<file path="src/rtl/gpio_chg_pkg.sv">
package gpio_chg_pkg;
    typedef enum logic [1:0] {
        REG_PORT = 2'd0,
        REG_DIR  = 2'd1,
        REG_OPT  = 2'd2,
        REG_FLAG = 2'd3
    } gpio_reg_e;
endpackage

</file>
<file path="src/rtl/gpio_sync.sv">
module gpio_sync #(
    parameter int WIDTH  = 8,
    parameter int STAGES = 2
) (
    input  logic             clk,
    input  logic             rst_n,
    input  logic [WIDTH-1:0] din,
    output logic [WIDTH-1:0] dout
);
    logic [WIDTH-1:0] stg_d [STAGES];
    logic [WIDTH-1:0] stg_q [STAGES];

    always_comb begin
        stg_d[0] = din;
        for (int k = 1; k < STAGES; k++) stg_d[k] = stg_q[k-1];
    end

    always_ff @(posedge clk or negedge rst_n) begin
        if (!rst_n) begin
            for (int k = 0; k < STAGES; k++) stg_q[k] <= '0;
        end else begin
            for (int k = 0; k < STAGES; k++) stg_q[k] <= stg_d[k];
        end
    end

    assign dout = stg_q[STAGES-1];

    // each stage follows its predecessor by one edge
    for (genvar k = 1; k < STAGES; k++) begin : g_chk
        assert_sync_shift_R4: assert property (@(posedge clk) disable iff (!rst_n)
            stg_q[k] == $past(stg_q[k-1]));
    end
endmodule

</file>
<file path="src/rtl/gpio_pin_ctl.sv">
module gpio_pin_ctl #(
    parameter int WIDTH = 8
) (
    input  logic [WIDTH-1:0] dir_reg,
    input  logic [WIDTH-1:0] ovr_en,
    input  logic [WIDTH-1:0] ovr_dir,
    input  logic             pu_n,
    output logic [WIDTH-1:0] eff_in,
    output logic [WIDTH-1:0] oe,
    output logic [WIDTH-1:0] pu
);
    for (genvar i = 0; i < WIDTH; i++) begin : g_pin
        always_comb begin
            eff_in[i] = ovr_en[i] ? ovr_dir[i] : dir_reg[i];
            oe[i]     = ~eff_in[i];
            pu[i]     = ~pu_n & eff_in[i];
        end
    end
endmodule

</file>
<file path="src/rtl/gpio_chg_det.sv">
module gpio_chg_det #(
    parameter int CHG_W = 4
) (
    input  logic             clk,
    input  logic             rst_n,
    input  logic [CHG_W-1:0] lvl,
    input  logic [CHG_W-1:0] is_in,
    input  logic             snap_ld,
    input  logic             clr_req,
    output logic             flag
);
    typedef struct packed {
        logic [CHG_W-1:0] snap;
        logic             flag;
    } det_t;

    det_t det_d, det_q;
    logic [CHG_W-1:0] mism;
    logic             mism_any;

    always_comb begin
        mism     = is_in & (lvl ^ det_q.snap);
        mism_any = |mism;
        det_d    = det_q;
        if (snap_ld) det_d.snap = lvl;
        if (mism_any)     det_d.flag = 1'b1;
        else if (clr_req) det_d.flag = 1'b0;
    end

    always_ff @(posedge clk or negedge rst_n) begin
        if (!rst_n) det_q <= '0;
        else        det_q <= det_d;
    end

    assign flag = det_q.flag;

    assert_mismatch_sets_R6: assert property (@(posedge clk) disable iff (!rst_n)
        mism_any |=> flag);
    assert_flag_holds_R6: assert property (@(posedge clk) disable iff (!rst_n)
        (flag && !clr_req) |=> flag);
    assert_clear_sticks_R7: assert property (@(posedge clk) disable iff (!rst_n)
        (clr_req && !mism_any) |=> !flag);
    assert_snap_load_R7: assert property (@(posedge clk) disable iff (!rst_n)
        snap_ld |=> det_q.snap == $past(lvl));
    assert_quiet_R5: assert property (@(posedge clk) disable iff (!rst_n)
        (!flag && !mism_any) |=> !flag);
endmodule

</file>
<file path="src/rtl/gpio_chg_port.sv">
module gpio_chg_port
    import gpio_chg_pkg::*;
#(
    parameter int WIDTH       = 8,
    parameter int CHG_LO      = 4,
    parameter int SYNC_STAGES = 2
) (
    input  logic             clk,
    input  logic             rst_n,
    input  logic [1:0]       bus_sel,
    input  logic             bus_wr,
    input  logic             bus_rd,
    input  logic [WIDTH-1:0] bus_wdata,
    output logic [WIDTH-1:0] bus_rdata,
    input  logic [WIDTH-1:0] pin_in,
    output logic [WIDTH-1:0] pin_out,
    output logic [WIDTH-1:0] pin_oe,
    output logic [WIDTH-1:0] pin_pu,
    input  logic [WIDTH-1:0] ovr_en,
    input  logic [WIDTH-1:0] ovr_dir,
    output logic             chg_irq,
    output logic             wake_req
);
    localparam int CHG_W = WIDTH - CHG_LO;

    typedef struct packed {
        logic [WIDTH-1:0] out;
        logic [WIDTH-1:0] dir;
        logic             pu_n;
    } regs_t;

    regs_t regs_d, regs_q;
    logic [WIDTH-1:0] lvl_sync;
    logic [WIDTH-1:0] eff_in;
    logic             port_rd;
    logic             flag_clr;
    logic             flag;
    gpio_reg_e        sel;

    assign sel = gpio_reg_e'(bus_sel);

    gpio_sync #(.WIDTH(WIDTH), .STAGES(SYNC_STAGES)) u_sync (
        .clk(clk), .rst_n(rst_n), .din(pin_in), .dout(lvl_sync));

    gpio_pin_ctl #(.WIDTH(WIDTH)) u_pins (
        .dir_reg(regs_q.dir), .ovr_en(ovr_en), .ovr_dir(ovr_dir),
        .pu_n(regs_q.pu_n), .eff_in(eff_in), .oe(pin_oe), .pu(pin_pu));

    gpio_chg_det #(.CHG_W(CHG_W)) u_det (
        .clk(clk), .rst_n(rst_n),
        .lvl(lvl_sync[WIDTH-1:CHG_LO]), .is_in(eff_in[WIDTH-1:CHG_LO]),
        .snap_ld(port_rd), .clr_req(flag_clr), .flag(flag));

    always_comb begin
        port_rd  = bus_rd && (sel == REG_PORT);
        flag_clr = bus_wr && (sel == REG_FLAG) && bus_wdata[0];
        regs_d   = regs_q;
        if (bus_wr) begin
            unique case (sel)
                REG_PORT: regs_d.out  = bus_wdata;
                REG_DIR:  regs_d.dir  = bus_wdata;
                REG_OPT:  regs_d.pu_n = bus_wdata[0];
                default:  ;
            endcase
        end
    end

    always_ff @(posedge clk or negedge rst_n) begin
        if (!rst_n) begin
            regs_q.out  <= '0;
            regs_q.dir  <= '1;
            regs_q.pu_n <= 1'b1;
        end else begin
            regs_q <= regs_d;
        end
    end

    always_comb begin
        bus_rdata = '0;
        unique case (sel)
            REG_PORT: bus_rdata = lvl_sync;
            REG_DIR:  bus_rdata = regs_q.dir;
            REG_OPT:  bus_rdata[0] = regs_q.pu_n;
            REG_FLAG: bus_rdata[0] = flag;
            default:  ;
        endcase
    end

    assign pin_out  = regs_q.out;
    assign chg_irq  = flag;
    assign wake_req = flag;

    assert_data_write_R1: assert property (@(posedge clk) disable iff (!rst_n)
        (bus_wr && sel == REG_PORT) |=> pin_out == $past(bus_wdata));
    assert_pu_gate_R2: assert property (@(posedge clk) disable iff (!rst_n)
        regs_q.pu_n |-> pin_pu == '0);
    assert_pu_input_only_R2: assert property (@(posedge clk) disable iff (!rst_n)
        (pin_pu & pin_oe) == '0);
    assert_dir_write_R9: assert property (@(posedge clk) disable iff (!rst_n)
        (bus_wr && sel == REG_DIR) |=> regs_q.dir == $past(bus_wdata));
    assert_ovr_input_R9: assert property (@(posedge clk) disable iff (!rst_n)
        (ovr_en & ovr_dir & pin_oe) == '0);
endmodule

</file>
<file path="config.mk">
export PLATFORM = sky130hd
export DESIGN_NAME = gpio_chg_port
export DESIGN_NICKNAME = d
export VERILOG_FILES = /design/src/rtl/gpio_chg_pkg.sv /design/src/rtl/gpio_sync.sv /design/src/rtl/gpio_pin_ctl.sv /design/src/rtl/gpio_chg_det.sv /design/src/rtl/gpio_chg_port.sv
export SDC_FILE = /design/constraint.sdc
export NUM_CORES = 1
export LEC_CHECK = 0
export CAP_MARGIN = 20
export CORE_ASPECT_RATIO = 1.75
export CORE_MARGIN = 8
export CORE_UTILIZATION = 40
export DETAILED_ROUTE_END_ITERATION = 7
export GPL_TIMING_DRIVEN = 0
export HOLD_SLACK_MARGIN = 0.08
export PLACE_DENSITY_LB_ADDON = 0.12
export SYNTH_ARGS = -nofsm -noshare
export SYNTH_HDL_FRONTEND = slang
export SYNTH_SLANG_ARGS = --single-unit
</file>
<file path="constraint.sdc">
create_clock -name clk -period 2.8 [get_ports clk]
set_input_delay 0.84 -clock clk [delete_from_list [all_inputs] [get_ports clk]]
set_output_delay 0.84 -clock clk [all_outputs]
set_load 0.05 [all_outputs]
</file>
==> metrics <==
outcome finished, final reports clean; I/O pin count between 70 and 80; total placed cells including tap cells ~240; shortest clock period the worst path allows after layout 2.75 ns; share of the synthesized area in the top cell type 0.442; cell with the largest stage delay on the worst path clkdlybuf4s50_1; number of nets in the layout around 230; dominant synthesized flop cell dfrtp_1; hold violation count in the final report 0; register bit count reported by yosys 38; average size of a mapped cell 14.3 um^2; slew margin rel. 0.455; post-cts sizing count 111; die area 6490 um^2; count of buffers inserted at the top-level ports 71; CTS tree yes; post-synthesis net count 153; net switching power 615 uW; final std cells w/o fill 243; GRT Residual Overflow 0; Int Power between 1 and 1.5 mW; Placed Area 2440 um^2; number of global-route vias before repair approximately 1.4k; kind of cell with the highest combined delay on the critical path buffers and inverters; maxcap violations 0; largest cells by area after synthesis dfrtp_1, dfstp_2, mux2_2, mux2i_1, buf_4; maximum vdd ir drop between 0.4 and 0.5 mV; area added between synthesis and finish 48.4%; power share of the combinational group 0.377; number of flops mapped to enable cells by yosys 0; Leak Pwr 1.06 nW; fraction of power spent switching nets 0.367; maximum net fanout on the critical path 3; final count of pins violating max slew 0; Die Height 101 um; Syn Inst Count 115; unrepaired setup endpoints after global routing false; drt via density 4.74; post-route cell area 2430 um^2; wire length of the first global-routing pass 6930 um; maximum frequency from static timing analysis about 360 MHz; via count of the routed design 1,153; worst endpoint required time 1.96 ns; post-synthesis sequential area ratio 0.587; startpoint-to-endpoint class of the critical path primary input to output pin; per-cell routed wire length 17.5 um; leading area contributor after synthesis dfrtp_1; mapped cell area 1640 um^2; type of the tightest min-delay check flop to flop; count of standard-cell rows 31; proportion of power drawn by flip-flops and latches 0.409; hold-fix buffer count after cts 0; critical path, cell by cell clkdlybuf4s50_1 -> mux2i_2 -> buf_2; Core Area 4030 um^2; synth cell count leaders dfrtp_1, mux2_2, nor2_1; number of unique standard cell types used by synthesis 18; delay of the slowest critical-path stage 0.48 ns; final cycle utilization of the critical path 0.983; post-layout power 1.67 mW; level count of the clock H-tree 2; Tot GR Track Use 0.139; PwrDens around 690 nW/um^2; Post-CTS Setup Bufs 0; number of antenna violations at the first check in global routing 0; post-route clock skew 0.00886 ns; diode count 0; count of TritonRoute iterations in the first routing pass 2; Antenna Nets Post-Route 0; pin count of the biggest net entering global routing 39; RD Place Congestion 0.753; Skew-Pair Late Insertion Delay 0.29 ns; number of synthesis warnings 0; overall die width around 64 um; CTS root buffer clkbuf_8; WL final ~4300 um; worst endpoint data arrival time 1.91 ns; nature of the critical path startpoint primary input; critical path endpoint category output pin; # clock sinks 38; fraction of layout instances using a drive strength above 1 0.428; total setup violations reported at the end of the flow 0; Post-route DRC 0; starting density of the core 0.407; critical path buffer and inverter count 2; CTS Buffer Depth 2; final HPWL from detailed placement 3230 um; Post-synth ARST share 1.00; most numerous cell in the Yosys netlist dfrtp_1; cts bufs inserted 5; worst slew pin tran between 0.8 and 0.9 ns; Clock transition at path regs 0.06 ns; violation count after the first detailed-routing iteration 12; clock share of power 0.214
power by group through the flow:
stage	clock network (mW)	registers (mW)	logic, mW
floorplan	0	0.683	0.440
global placement	0	0.692	0.673
detailed placement	0	0.696	0.678
CTS	0.369	0.686	0.642
global route	0.390	0.694	0.669
finish	0.358	0.684	0.632
per-stage QoR:
stage	TNS [ns]	utilization	hold WS, ns	worst slack [ns]
4_1_cts	0	0.608	0.348	0.000709
2_1_floorplan	0	-	0.331	0.0559
5_1_grt	0	0.603	0.356	0.00227
3_3_place_gp	-12.87	0.605	0.333	-0.791
6_report	0	0.603	0.348	0.0476
3_5_place_dp	-13.11	0.604	0.335	-0.796
path summary, 6_finish.rpt:
kind	slack, ns	start	cells past startpoint	end
min in group asynchronous	0.64	rst_n	1	u_sync.stg_d[6]$_DFF_PN0_
setup reg to reg	1.53	regs_q[0]$_DFFE_PN1P_	2	regs_q[0]$_DFFE_PN1P_
hold reg to reg	0.35	u_sync.stg_d[4]$_DFF_PN0_	0	u_sync.dout[4]$_DFF_PN0_
hold / removal	0.35	u_sync.stg_d[4]$_DFF_PN0_	0	u_sync.dout[4]$_DFF_PN0_
setup / recovery	0.05	ovr_en[7]	3	pin_oe[7]
max in group asynchronous	1.64	rst_n	1	u_det.flag$_DFFE_PN0P_
per-layer routing:
layer,GRT usage,share of wire,vias up
li1,-,-,547
met4,0.0625,0.016,0
met5,0,0,-
met3,0.0590,0.085,7
met1,0.139,0.37,547
met2,0.242,0.53,52
registers in the layout (all words and copies together), names as in the netlist:
| name | flops |
|---|---|
| pin_out | 8 |
| regs_q | 9 |
| u_det.det_q | 4 |
| u_det.flag | 1 |
| u_sync.dout | 8 |
| u_sync.stg_d | 8 |
cells by family (layout without fill, tap and decap cells):
kind of cell,count (synthesis),count (layout),share of synthesized area
AOI/OAI and AO/OA,3,3,0.0130
xor gates and xnor gates,4,4,0.0214
buffers and inverters,12,91,0.0534
DFF,38,38,0.587
muxes,37,37,0.252
and+or+nand+nor,21,21,0.0740
placed cells by master, fill, tap and decap left out:
master and n:
mux2i_1 7, nand3b_4 1, clkbuf_4 1, buf_2 19, nand2_1 1, mux4_1 1, nand4_1 1, xnor2_1 4
dfrtp_1 29, clkdlybuf4s15_2 5, dfstp_2 9, dlygate4sd2_1 1, nor3b_2 1, clkdlybuf4s50_1 44, nor3b_4 1, clkbuf_8 5
a211o_1 1, buf_6 2, buf_4 10, clkbuf_1 4, nor2_1 16, o22ai_1 2, mux2i_2 8, mux2_2 21
worst reg2reg max path, stage by stage (launching register included):
cell and delay, ns:
dfstp_2 0.51, clkbuf_1 0.44, mux2_2 0.26
final cells by class:
type                            instances  area, um^2
Clock buffer                            8        80.1
Timing Repair Buffer                   71         616
Multi-Input combinational cell         65         621
Sequential cell                        38         962
Tap cell                               49        61.3
Buffer                                 12        93.8
Fill cell                             369        1600
Note: power is estimated with default switching activity, not from simulation.
